$ cat config.mk
export PLATFORM = sky130hd
export DESIGN_NAME = sram_async_ctrl
export DESIGN_NICKNAME = d
export VERILOG_FILES = /design/src/rtl/sram_ctrl_pkg.sv /design/src/rtl/sram_ctrl_timer.sv /design/src/rtl/sram_ctrl_dp.sv /design/src/rtl/sram_async_ctrl.sv
export SDC_FILE = /design/constraint.sdc
export NUM_CORES = 1
export LEC_CHECK = 0
export ABC_CLOCK_PERIOD_IN_PS = 2600
export BUFFER_PORTS_ARGS = -buffer_cell sky130_fd_sc_hd__buf_4
export CAP_MARGIN = 0
export CELL_PAD_IN_SITES_DETAIL_PLACEMENT = 1
export CELL_PAD_IN_SITES_GLOBAL_PLACEMENT = 1
export CORE_MARGIN = 2
export CORE_UTILIZATION = 44
export DETAILED_ROUTE_END_ITERATION = 7
export GPL_ROUTABILITY_DRIVEN = 1
export PLACE_DENSITY = 0.86
export REMOVE_ABC_BUFFERS = 1
export SETUP_SLACK_MARGIN = 0.05
export SLEW_MARGIN = 20
export SYNTH_ARGS = -nofsm -noshare
export SYNTH_HDL_FRONTEND = slang
export SYNTH_HIERARCHICAL = 1
export SYNTH_SLANG_ARGS = --single-unit
$ cat constraint.sdc
create_clock -name clk_i -period 2.6 [get_ports clk_i]
set_input_delay 0.65 -clock clk_i [delete_from_list [all_inputs] [get_ports clk_i]]
set_output_delay 0.65 -clock clk_i [all_outputs]
set_load 0.03 [all_outputs]
$ cat src/rtl/sram_ctrl_pkg.sv
package sram_ctrl_pkg;

  typedef enum logic [2:0] {
    ST_PWRUP,
    ST_IDLE,
    ST_WSET,
    ST_WLOW,
    ST_WHOLD,
    ST_READ,
    ST_TURN
  } ctrl_state_e;

  function automatic int unsigned ceil_cyc(int unsigned t_ps, int unsigned clk_ps);
    int unsigned c;
    c = (t_ps + clk_ps - 1) / clk_ps;
    return (c < 1) ? 1 : c;
  endfunction

  function automatic int unsigned max3(int unsigned a, int unsigned b, int unsigned c);
    int unsigned m;
    m = (a > b) ? a : b;
    return (m > c) ? m : c;
  endfunction

endpackage

$ cat src/rtl/sram_ctrl_timer.sv
module sram_ctrl_timer #(
  parameter int unsigned   W       = 4,
  parameter logic [W-1:0]  RST_VAL = '0
) (
  input  logic         clk_i,
  input  logic         rst_ni,
  input  logic         load_i,
  input  logic [W-1:0] load_val_i,
  output logic         zero_o
);

  logic [W-1:0] cnt_q;

  always_ff @(posedge clk_i or negedge rst_ni) begin
    if (!rst_ni)             cnt_q <= RST_VAL;
    else if (load_i)         cnt_q <= load_val_i;
    else if (cnt_q != '0)    cnt_q <= cnt_q - 1'b1;
  end

  assign zero_o = (cnt_q == '0);

  // an expired count stays expired until reloaded
  a_r8_timer_parks: assert property (@(posedge clk_i) disable iff (!rst_ni)
    (zero_o && !load_i) |=> zero_o);

endmodule

$ cat src/rtl/sram_ctrl_dp.sv
module sram_ctrl_dp #(
  parameter int unsigned AW = 18,
  parameter int unsigned DW = 4
) (
  input  logic          clk_i,
  input  logic          rst_ni,
  input  logic          accept_i,
  input  logic [AW-1:0] addr_i,
  input  logic [DW-1:0] wdata_i,
  input  logic          capture_i,
  input  logic [DW-1:0] dq_i,
  output logic [AW-1:0] addr_o,
  output logic [DW-1:0] dq_o,
  output logic [DW-1:0] rdata_o
);

  logic [AW-1:0] addr_q;
  logic [DW-1:0] wdata_q;
  logic [DW-1:0] rdata_q;

  always_ff @(posedge clk_i or negedge rst_ni) begin
    if (!rst_ni) begin
      addr_q  <= '0;
      wdata_q <= '0;
    end else if (accept_i) begin
      addr_q  <= addr_i;
      wdata_q <= wdata_i;
    end
  end

  always_ff @(posedge clk_i or negedge rst_ni) begin
    if (!rst_ni)        rdata_q <= '0;
    else if (capture_i) rdata_q <= dq_i;
  end

  assign addr_o  = addr_q;
  assign dq_o    = wdata_q;
  assign rdata_o = rdata_q;

endmodule

$ cat src/rtl/sram_async_ctrl.sv
module sram_async_ctrl
  import sram_ctrl_pkg::*;
#(
  parameter int unsigned AW            = 18,
  parameter int unsigned DW            = 4,
  parameter int unsigned CLK_PERIOD_PS = 8000,
  parameter int unsigned T_RD_PS       = 10000,
  parameter int unsigned T_WE_PS       = 7000,
  parameter int unsigned T_TURN_PS     = 3000,
  parameter int unsigned T_PWRUP_PS    = 100_000_000
) (
  input  logic          clk_i,
  input  logic          rst_ni,
  input  logic          req_i,
  input  logic          we_i,
  input  logic [AW-1:0] addr_i,
  input  logic [DW-1:0] wdata_i,
  output logic          ack_o,
  output logic [DW-1:0] rdata_o,
  output logic [AW-1:0] sram_addr_o,
  output logic          sram_ce_no,
  output logic          sram_oe_no,
  output logic          sram_we_no,
  output logic [DW-1:0] sram_dq_o,
  input  logic [DW-1:0] sram_dq_i,
  output logic          sram_dq_oe_o
);

  localparam int unsigned RD_CYC    = ceil_cyc(T_RD_PS, CLK_PERIOD_PS);
  localparam int unsigned WE_CYC    = ceil_cyc(T_WE_PS, CLK_PERIOD_PS);
  localparam int unsigned TURN_CYC  = ceil_cyc(T_TURN_PS, CLK_PERIOD_PS);
  localparam int unsigned PWRUP_CYC = ceil_cyc(T_PWRUP_PS, CLK_PERIOD_PS);
  localparam int unsigned TMR_MAX   = max3(RD_CYC, WE_CYC, TURN_CYC);
  localparam int unsigned TMR_W     = (TMR_MAX < 2) ? 1 : $clog2(TMR_MAX);
  localparam int unsigned PWR_W     = (PWRUP_CYC < 2) ? 1 : $clog2(PWRUP_CYC);

  ctrl_state_e st_q, st_d;
  logic             tmr_load, tmr_zero, pwr_done;
  logic [TMR_W-1:0] tmr_val;
  logic             accept, capture, ack_d, ack_q;

  sram_ctrl_timer #(.W(TMR_W), .RST_VAL('0)) u_phase_tmr (
    .clk_i      (clk_i),
    .rst_ni     (rst_ni),
    .load_i     (tmr_load),
    .load_val_i (tmr_val),
    .zero_o     (tmr_zero)
  );

  // free-running settle counter, parks at zero once power-on time is over
  sram_ctrl_timer #(.W(PWR_W), .RST_VAL(PWR_W'(PWRUP_CYC - 1))) u_pwr_tmr (
    .clk_i      (clk_i),
    .rst_ni     (rst_ni),
    .load_i     (1'b0),
    .load_val_i ('0),
    .zero_o     (pwr_done)
  );

  always_comb begin
    st_d     = st_q;
    tmr_load = 1'b0;
    tmr_val  = '0;
    accept   = 1'b0;
    capture  = 1'b0;
    ack_d    = 1'b0;
    unique case (st_q)
      ST_PWRUP: if (pwr_done) st_d = ST_IDLE;
      ST_IDLE: if (req_i) begin
        accept = 1'b1;
        if (we_i) st_d = ST_WSET;
        else begin
          st_d     = ST_READ;
          tmr_load = 1'b1;
          tmr_val  = TMR_W'(RD_CYC - 1);
        end
      end
      ST_WSET: begin
        st_d     = ST_WLOW;
        tmr_load = 1'b1;
        tmr_val  = TMR_W'(WE_CYC - 1);
      end
      ST_WLOW: if (tmr_zero) st_d = ST_WHOLD;
      ST_WHOLD: begin
        st_d     = ST_TURN;
        tmr_load = 1'b1;
        tmr_val  = TMR_W'(TURN_CYC - 1);
        ack_d    = 1'b1;
      end
      ST_READ: if (tmr_zero) begin
        st_d     = ST_TURN;
        tmr_load = 1'b1;
        tmr_val  = TMR_W'(TURN_CYC - 1);
        capture  = 1'b1;
        ack_d    = 1'b1;
      end
      ST_TURN: if (tmr_zero) st_d = ST_IDLE;
      default: st_d = ST_IDLE;
    endcase
  end

  always_ff @(posedge clk_i or negedge rst_ni) begin
    if (!rst_ni) begin
      st_q  <= ST_PWRUP;
      ack_q <= 1'b0;
    end else begin
      st_q  <= st_d;
      ack_q <= ack_d;
    end
  end

  sram_ctrl_dp #(.AW(AW), .DW(DW)) u_dp (
    .clk_i     (clk_i),
    .rst_ni    (rst_ni),
    .accept_i  (accept),
    .addr_i    (addr_i),
    .wdata_i   (wdata_i),
    .capture_i (capture),
    .dq_i      (sram_dq_i),
    .addr_o    (sram_addr_o),
    .dq_o      (sram_dq_o),
    .rdata_o   (rdata_o)
  );

  assign sram_ce_no   = !(st_q inside {ST_WSET, ST_WLOW, ST_WHOLD, ST_READ});
  assign sram_we_no   = (st_q != ST_WLOW);
  assign sram_oe_no   = (st_q != ST_READ);
  assign sram_dq_oe_o = (st_q inside {ST_WSET, ST_WLOW, ST_WHOLD});
  assign ack_o        = ack_q;

  a_r1_quiet_until_settled: assert property (@(posedge clk_i) disable iff (!rst_ni)
    !pwr_done |-> (sram_ce_no && !ack_o));

  a_r2_strobe_after_setup: assert property (@(posedge clk_i) disable iff (!rst_ni)
    $fell(sram_we_no) |-> ($past(sram_dq_oe_o) && !$past(sram_ce_no) && $stable(sram_addr_o)));

  a_r3_stable_under_strobe: assert property (@(posedge clk_i) disable iff (!rst_ni)
    (!sram_we_no && !$past(sram_we_no)) |-> ($stable(sram_addr_o) && $stable(sram_dq_o)));

  a_r4_hold_after_strobe: assert property (@(posedge clk_i) disable iff (!rst_ni)
    $rose(sram_we_no) |-> (sram_dq_oe_o && !sram_ce_no && $stable(sram_addr_o) && $stable(sram_dq_o)));

  a_r4_release_next: assert property (@(posedge clk_i) disable iff (!rst_ni)
    $rose(sram_we_no) |=> (!sram_dq_oe_o && sram_ce_no));

  a_r5_no_drive_into_read: assert property (@(posedge clk_i) disable iff (!rst_ni)
    sram_dq_oe_o |-> sram_oe_no);

  a_r5_strobe_needs_select: assert property (@(posedge clk_i) disable iff (!rst_ni)
    !sram_we_no |-> (!sram_ce_no && !sram_oe_no == 1'b0));

  a_r7_ack_single: assert property (@(posedge clk_i) disable iff (!rst_ni)
    ack_o |=> !ack_o);

  a_r8_deselect_after_ack: assert property (@(posedge clk_i) disable iff (!rst_ni)
    ack_o |-> (sram_ce_no && !sram_dq_oe_o));

endmodule

==> results.yml, run 1 <==
synthesis:
  ys.flop_type: "dfrtp_1"
  synthTopCellsByCount: "dfrtp_1 (38), mux2_2 (26), nand2_1 (10), xnor2_1 (10), a22o_1 (8)"
  seq_area_frac_synth_pct: 52.4
  synth_fa_ha_area_share_pct: 0.578
  yosysTopAreaCellShare_pct: 43.9
  synth.most_common_cell: "dfrtp_1"
  synth_area_leader_cell: "dfrtp_1"
  synth_edf_count: 0
  synth_top_family_by_area: "simple AND/OR/NAND/NOR gates"
  yosysWarnings: 6
  synthXorXnorAreaFrac_pct: 4.05
  ys_ff_latch: 45
  postSynthCellCount: 172
  synth_compound_area_share_pct: 10.8
  async_flop_share_pct: 100
  synthTopCellsByArea: "dfrtp_1 (44%), mux2_2 (14%), dfstp_2 (8.5%)"
  syn_area_per_cell_sq_um: 12.6
  ys_types: 47
  syn-cell-area_sq_um: 2160
  synth-simple-area-share_pct: 14.5
  synthMuxAreaShare_pct: 13.5
detailed_routing:
  highest_layer: "met4"
  wl_met2_mm: 2.89
  drtIter0Drc: 74
  ant_nets: 0
  num_vias: 1612
  first_pass_iters: 4
  postRouteWirelength_mm: 5.37
  vias_per_cell: 5.05
  drc: 0
  met1_length_mm: 2.05
  wl_met3_um: 335
  detail_route.wl_per_cell_um: 16.8
cts:
  holdBufCountCts: 0
  cts_buffers: 5
  cts_buffer_depth: 2
  root_buffer: "clkbuf_8"
  cts_resized: 0
  cts_tree: "done"
  worst_skew_pair.late_latency_ps: 300
  htreeDepth: 2
  cts.sinks: 45
  post_cts_buffers: 0
  clk_pin_slew_ps: 90
timing:
  fmax_mhz: 465
  period_needed_ps: 2150
  drv_slew: 0
  finalCritPeriodShare_pct: 82.7
  worst_pin_slew_ps: 644
  fin_tns_setup_ps: 0
  hold_violations: 0
  fin_worst_skew_ps: 10.1
  slew_headroom_pct: 56.7
  finalSetupViolCount: 0
  holdWs_ps: 346
  grt_setup_unrepaired: "no"
  fin_ws_ps: 449
setup_path:
  crit_chain: "and2b_1, inv_1, o21ai_0, buf_4"
  end_kind: "output pin"
  reg2reg_slack_ps: 680
  crit_arrival_ps: 1500
  crit_path_start_kind: "flop"
  slowest_delay_ps: 520
  path_class: "flop to output pin"
  r2r-end: "u_pwr_tmr/cnt_q[11]$_DFFE_PN0P_"
  cp_max_fo: 13
  cp.required_ps: 1950
  cp_slowest_cell: "dfrtp_1"
  rr_worst_depth: 6
  rr_startpoint: "u_pwr_tmr/cnt_q[0]$_DFFE_PN1P_"
placement:
  dpl.hpwl_mm: 4.03
  dp_worst_setup_slack_ps: 712
  place_congestion: 0.706
  io_buffers: 60
global_route:
  overflow: 0
  antenna_found_initial: 0
  grt_pass1_vias: 1668
  grt_max_degree: 46
  grt_pass1_wl_mm: 8.40
  grt_usage_pct: 20.7
final_layout:
  nNetsFinal: 282
  area_growth_syn_to_layout_pct: 30.8
  num_antenna_cells: 0
  layout-drive-gt1-share_pct: 45.2
  multi_input_area_sq_um: 1020
  fillers: 520
  seq_area_sq_um: 1130
  fin_util_pct: 59.9
floorplan:
  fp.dieH_um: 74.1
  rows: 25
  io-pin-count: 61
  core-area_sq_um: 4720
  dieArea_sq_um: 5500
  die_w_um: 74.1
  start_util_pct: 45.8
min_path:
  hold_class: "input port to async pin"
outcome:
  outcome: "finished clean"
power_and_ir_drop:
  power_w: 0.00331
  leakage_nw: 1.25
  ir_drop_mv: 0.545
  p_per_area_nw_per_um2: 1170
run:
  drv_cap: 0
placed cells by master, fill, tap and decap left out, types with 2 or more instances in the layout:
cell type	netlist	final
nor3_1	3	2
dfstp_2	7	7
dfrtp_1	38	38
inv_1	5	5
nor2b_1	4	4
mux2_2	26	26
nor2_1	6	6
o31ai_1	4	4
nor4_2	3	3
and2_1	2	2
buf_4	2	61
nand3b_1	2	2
clkbuf_8	0	5
conb_1	1	20
a22o_1	8	8
a311oi_1	2	2
nor3_2	1	2
nand2_1	10	10
nand2b_1	3	3
o21ai_0	2	2
a21oi_1	2	2
nand3_1	2	2
xnor2_1	10	10
layer usage:
| metal | track usage (%) | vias up |
|---|---|---|
| met5 | 0 | - |
| met1 | 23.6 | 802 |
| met3 | 4.74 | 7 |
| met4 | 6.87 | 0 |
| li1 | - | 757 |
| met2 | 38.0 | 46 |
worst max-delay path, delay by kind of cell, from the launching register on:
family / cells / cell delay, ps
flops: 1 / 520
simple gates: 1 / 320
buf+inv: 2 / 230
compound gates: 1 / 140
area by class of cell:
cell class                 instances  area share, %
inverter                           5          0.663
multi-input combinational        133           36.0
tap                               67           2.96
timing repair buffer              61           16.2
clock inverter                     3           1.64
clock buffer                       5           2.43
sequential                        45           40.1
sequential cells by signal, summed over array words and instances, names as in the netlist:
register,cells
u_dp/addr_o,18
u_pwr_tmr/cnt_q,14
u_dp/dq_o,4
u_dp/rdata_o,4
st_q,3
ack_o,1
u_phase_tmr/cnt_q,1
cell families after synthesis:
kind of cell    count (synthesis)
compound gates                 28
xor+xnor                       10
fa+ha+maj                       1
buf+inv                        13
flops                          45
mux                            26
other cells                     1
simple gates                   48
report_power, final:
| group | switching [W] | leakage [nW] | internal [W] | total [W] |
|---|---|---|---|---|
| combinational | 0.000885 | 0.664 | 0.000684 | 0.00157 |
| clock | 0.000241 | 0.0543 | 0.000288 | 0.000529 |
| sequential | 0.000239 | 0.531 | 0.000974 | 0.00121 |
| total | 0.00137 | 1.25 | 0.00195 | 0.00331 |
worst max path at each step:
stage	start	endpoint	slack, ps	cells past startpoint
floorplan	req_i	u_dp/addr_o[0]$_DFFE_PN0P_	-210	3
global placement	st_q[2]$_DFFE_PN0P_	sram_dq_oe_o	770	4
detailed placement	u_pwr_tmr/cnt_q[0]$_DFFE_PN1P_	u_pwr_tmr/cnt_q[11]$_DFFE_PN0P_	710	6
CTS	st_q[2]$_DFFE_PN0P_	sram_dq_oe_o	430	4
global route	st_q[1]$_DFFE_PN0P_	sram_dq_oe_o	330	4
finish	st_q[1]$_DFFE_PN0P_	sram_dq_oe_o	450	4
stage by stage:
stage | cell area (sq um) | std cells
after floorplan | 2170 | 183
after global placement | 2720 | 311
after detailed placement | 2720 | 311
after CTS | 2830 | 319
after global routing | 2830 | 319
final | 2830 | 319
Power figures use the tool's default switching activity.
==> run 2: changes to the inputs <==
Settings changed: ABC_CLOCK_PERIOD_IN_PS 2600 to 2000, CORE_UTILIZATION 44 to 40, PLACE_DENSITY 0.86 to 0.79.
Clock period 2.6 ns to 2 ns, I/O delays scaled along.
==> run 2 against run 1 <==
  * Register-to-register slack got worse by 410 ps
  * Clock skew decreased by 4.2 ps
  * Sequential share of layout area decreased by 0.51 points
  * Utilization decreased by 4.5 points
  * Worst setup slack got worse by 270 ps
  * Combinational power increased by 34%
  * Via count decreased by 1.1%
  * Highest routed layer unchanged
==> results.yml, run 2 (same netlist as run 1, synthesis figures left out) <==
cts:
  cts_buffer_depth: 2
  worst_skew_pair.late_latency_ps: 300
  root_buffer: "clkbuf_8"
  cts_buffers: 5
  cts_tree: "done"
  clk_pin_slew_ps: 90
  post_cts_buffers: 0
  holdBufCountCts: 0
  cts_resized: 0
  cts.sinks: 45
  htreeDepth: 2
run:
  drv_cap: 0
detailed_routing:
  detail_route.wl_per_cell_um: 14.4
  drtIter0Drc: 31
  vias_per_cell: 4.87
  first_pass_iters: 4
  postRouteWirelength_mm: 4.72
  num_vias: 1594
  drc: 0
  ant_nets: 0
timing:
  period_needed_ps: 1820
  finalCritPeriodShare_pct: 91.1
  worst_pin_slew_ps: 561
  fmax_mhz: 549
  fin_tns_setup_ps: 0
  drv_slew: 0
  hold_violations: 0
  holdWs_ps: 173
  finalSetupViolCount: 0
  fin_worst_skew_ps: 5.89
  grt_setup_unrepaired: "no"
  slew_headroom_pct: 62.6
setup_path:
  reg2reg_slack_ps: 270
  crit_path_start_kind: "flop"
  path_class: "flop to output pin"
  cp_slowest_cell: "dfrtp_1"
  rr_worst_depth: 6
  crit_start: "st_q[1]$_DFFE_PN0P_"
  slowest_delay_ps: 400
  end_kind: "output pin"
  rr_startpoint: "u_pwr_tmr/cnt_q[0]$_DFFE_PN1P_"
  r2r-end: "st_q[0]$_DFFE_PN0P_"
  crit_arrival_ps: 1320
  cp.required_ps: 1500
  crit_chain: "and2b_2, inv_1, o21ai_0, buf_4"
  cp_max_fo: 5
  critPathCapture: "sram_dq_oe_o"
final_layout:
  seq_area_sq_um: 1130
  final_common_cell: "buf_4"
  largest_reg_flops: 18
  num_antenna_cells: 0
  layout-drive-gt1-share_pct: 47.1
  area_growth_syn_to_layout_pct: 32.4
  fin_util_pct: 55.4
  stdcell_area_sq_um: 2870
  multi_input_area_sq_um: 1020
  fillers: 567
  final_cell_mix: "buf_4 (65), dfrtp_1 (38), mux2_2 (26), conb_1 (20)"
  nNetsFinal: 287
power_and_ir_drop:
  ir_drop_mv: 0.946
  power_w: 0.00421
  sw_frac_of_total_pct: 41.7
  power_frac_seq_pct: 35.7
  internal-power_w: 0.00245
  clockPowerShare_pct: 14.1
  p_sw_w: 0.00175
  leakage_nw: 1.27
  combPwrFrac_pct: 50.2
  p_per_area_nw_per_um2: 1470
global_route:
  overflow: 0
  grt_usage_pct: 17.0
  grt_pass1_vias: 1646
  antenna_found_initial: 0
  grt_pass1_wl_mm: 8.14
  grt_max_degree: 46
outcome:
  outcome: "finished clean"
floorplan:
  rows: 26
  die_w_um: 77.6
  io-pin-count: 61
  dieArea_sq_um: 6020
  fp.dieH_um: 77.6
  core-area_sq_um: 5170
  start_util_pct: 41.8
placement:
  io_buffers: 60
  place_congestion: 0.734
  post_dp_cell_area_sq_um: 2770
  dpl.hpwl_mm: 3.50
min_path:
  hold_class: "input port to async pin"
==> run 2: changes by cell type in the layout (fill, tap and decap cells not counted), sizes merged <==
cell / delta
inv: +1
buf: +5
bufinv: -1
==> run 2: per-layer routing <==
layer	up-vias	wire, um	track usage, %
li1	768	-	-
met1	774	1990	21.1
met2	42	2420	28.9
met3	10	175	3.26
met4	0	133	7.68
met5	-	0	0
==> run 2: final cells by class <==
cell class | count | area share, %
tap | 70 | 3.06
clock buffer | 5 | 2.40
multi-input combinational | 133 | 35.7
inverter | 5 | 0.655
timing repair buffer | 66 | 17.7
sequential | 45 | 39.6
clock inverter | 3 | 0.873
==> run 2: worst min-delay path by stage <==
stage | start | end | slack, ps | cells past startpoint
final | rst_ni | u_pwr_tmr/cnt_q[10]$_DFFE_PN0P_ | 170 | 1
after global routing | rst_ni | u_pwr_tmr/cnt_q[10]$_DFFE_PN0P_ | 220 | 1
after CTS | rst_ni | u_pwr_tmr/cnt_q[10]$_DFFE_PN0P_ | 200 | 1
after detailed placement | u_dp/addr_o[15]$_DFFE_PN0P_ | u_dp/addr_o[15]$_DFFE_PN0P_ | 500 | 1
after global placement | u_dp/addr_o[16]$_DFFE_PN0P_ | u_dp/addr_o[16]$_DFFE_PN0P_ | 490 | 1
after floorplan | rst_ni | ack_o$_DFF_PN0_ | 200 | 0
==> run 2: power groups by stage <==
stage / clock, W / sequential [W] / combinational, W
floorplan: 0 / 0.00208 / 0.000744
global placement: 0 / 0.00150 / 0.00209
detailed placement: 0 / 0.00153 / 0.00213
CTS: 0.000618 / 0.00151 / 0.00213
global route: 0.000659 / 0.00156 / 0.00225
finish: 0.000595 / 0.00150 / 0.00211
==> run 2: worst max-delay path, delay by kind of cell, from the launching register on <==
| family | cells | cell delay (ps) |
|---|---|---|
| compound gates | 1 | 140 |
| buf+inv | 2 | 220 |
| flops | 1 | 400 |
| simple gates | 1 | 250 |
==> run 2: through the flow <==
step           std cells  setup slack, ps
2_1_floorplan        183             -722
3_3_place_gp         319              178
3_5_place_dp         319              111
4_1_cts              327             84.3
5_1_grt              327             70.6
6_report             327              179
==> run 3: changes to the inputs <==
Settings changed: PLACE_DENSITY 0.79 to unset, PLACE_DENSITY_LB_ADDON set to 0.12.
==> run 3 against run 2 <==
  * Hold slack improved by 11 ps
  * Sequential share of layout area fell by 0.27 points
  * Count of clock-buffer cells in the layout rose by 2
  * Global-route usage rose by 0.63 points
  * Routed wire length rose by 2.0%
  * Worst setup slack got worse by 16 ps
  * Clock power rose by 19%
  * Register-to-register slack got worse by 80 ps
  * Combinational power rose by 2%
  * Die area did not move
  * Cell area rose by 0.70%
==> results.yml, run 3 (same netlist as run 1, synthesis figures left out) <==
power_and_ir_drop:
  leakage_nw: 1.28
  power_w: 0.00434
  p_per_area_nw_per_um2: 1500
  ir_drop_mv: 0.567
timing:
  finalCritPeriodShare_pct: 91.9
  period_needed_ps: 1840
  finalSetupViolCount: 0
  fin_tns_setup_ps: 0
  grt_setup_unrepaired: "no"
  fmax_mhz: 544
  fin_ws_ps: 163
  fin_worst_skew_ps: 5.29
  worst_pin_slew_ps: 569
  slew_headroom_pct: 62.1
  drv_slew: 0
  hold_violations: 0
final_layout:
  layout-drive-gt1-share_pct: 46.3
  num_antenna_cells: 0
  area_growth_syn_to_layout_pct: 33.4
  nNetsFinal: 287
  final_cell_mix: "buf_4 (65), dfrtp_1 (38), mux2_2 (26), conb_1 (20)"
  final_common_cell: "buf_4"
  stdcell_area_sq_um: 2890
  largest_reg_flops: 18
floorplan:
  start_util_pct: 41.8
  core-area_sq_um: 5170
  io-pin-count: 61
  die_w_um: 77.6
  fp.dieH_um: 77.6
  dieArea_sq_um: 6020
  rows: 26
setup_path:
  end_kind: "output pin"
  cp_max_fo: 5
  crit_path_start_kind: "flop"
  slowest_delay_ps: 380
  path_class: "flop to output pin"
  cp.required_ps: 1500
  crit_arrival_ps: 1340
  cp_slowest_cell: "dfrtp_1"
  crit_chain: "and2b_1, inv_1, o21ai_0, buf_4"
run:
  drv_cap: 0
placement:
  dpl.hpwl_mm: 3.46
  dp_worst_setup_slack_ps: 81.3
  post_dp_cell_area_sq_um: 2770
  io_buffers: 60
  place_congestion: 0.750
cts:
  post_cts_buffers: 0
  clk_pin_slew_ps: 80
  cts_tree: "done"
  worst_skew_pair.late_latency_ps: 300
  cts_buffers: 5
  cts_buffer_depth: 2
  root_buffer: "clkbuf_8"
  htreeDepth: 2
  cts.sinks: 45
detailed_routing:
  drtIter0Drc: 66
  num_vias: 1608
  first_pass_iters: 4
  detail_route.wl_per_cell_um: 14.7
  vias_per_cell: 4.92
  ant_nets: 0
  postRouteWirelength_mm: 4.81
  drc: 0
global_route:
  antenna_found_initial: 0
  grt_max_degree: 46
  overflow: 0
  grt_pass1_wl_mm: 8.30
  grt_pass1_vias: 1652
  grt_usage_pct: 17.7
outcome:
  outcome: "finished clean"
min_path:
  hold_class: "input port to async pin"
[run 3: area by class of cell]
cell class | count | area (sq um)
Multi-Input combinational cell | 133 | 1020
Sequential cell | 45 | 1130
Inverter | 5 | 18.8
Fill cell | 573 | 2290
Timing Repair Buffer | 66 | 508
Clock inverter | 1 | 30.0
Clock buffer | 7 | 86.3
Tap cell | 70 | 87.6
[run 3: worst paths after layout]
check	from	end	slack, ps	cells past startpoint
setup / recovery	st_q[1]$_DFFE_PN0P_	sram_dq_oe_o	160	4
hold / removal	rst_ni	u_dp/rdata_o[0]$_DFFE_PN0P_	180	1
setup reg to reg	u_pwr_tmr/cnt_q[0]$_DFFE_PN1P_	u_pwr_tmr/cnt_q[9]$_DFFE_PN0P_	190	6
hold reg to reg	u_dp/addr_o[2]$_DFFE_PN0P_	u_dp/addr_o[2]$_DFFE_PN0P_	510	1
min in group clk_i	sram_dq_i[2]	u_dp/rdata_o[2]$_DFFE_PN0P_	430	2
max in group asynchronous	rst_ni	u_pwr_tmr/cnt_q[0]$_DFFE_PN1P_	1420	1
[run 3: critical path, delay by kind of cell, from the launching register on]
| family | cells | cell delay [ps] |
|---|---|---|
| AO/OA/AOI/OAI | 1 | 160 |
| buffers and inverters | 2 | 240 |
| flip-flops | 1 | 380 |
| AND/OR/NAND/NOR | 1 | 270 |
[run 3: report_power, final]
part	total, W	switching (W)	internal, W
combinational	0.00215	0.00120	0.000944
clock	0.000709	0.000302	0.000407
sequential	0.00148	0.000215	0.00127
[run 3: timing repair]
action	4_1_cts	5_1_grt
hold buffers	0	0
setup endpoints to repair	0	8
resized for setup	0	1
[run 3: stage by stage]
| step | utilization, % | hold WS (ps) | instances |
|---|---|---|---|
| finish | 55.8 | 184 | 327 |
| global route | 55.8 | 233 | 327 |
| CTS | 55.8 | 213 | 327 |
| detailed placement | 53.5 | 498 | 319 |
| global placement | 53.5 | 490 | 319 |
| floorplan | - | 204 | 183 |
[run 3: routing by layer]
| layer | vias up | global-route usage (%) | wire length, um |
|---|---|---|---|
| met2 | 52 | 27.0 | 2140 |
| li1 | 768 | - | - |
| met1 | 782 | 25.2 | 2330 |
| met4 | 0 | 4.82 | 61 |
| met3 | 6 | 4.19 | 284 |
| met5 | - | 0 | 0 |
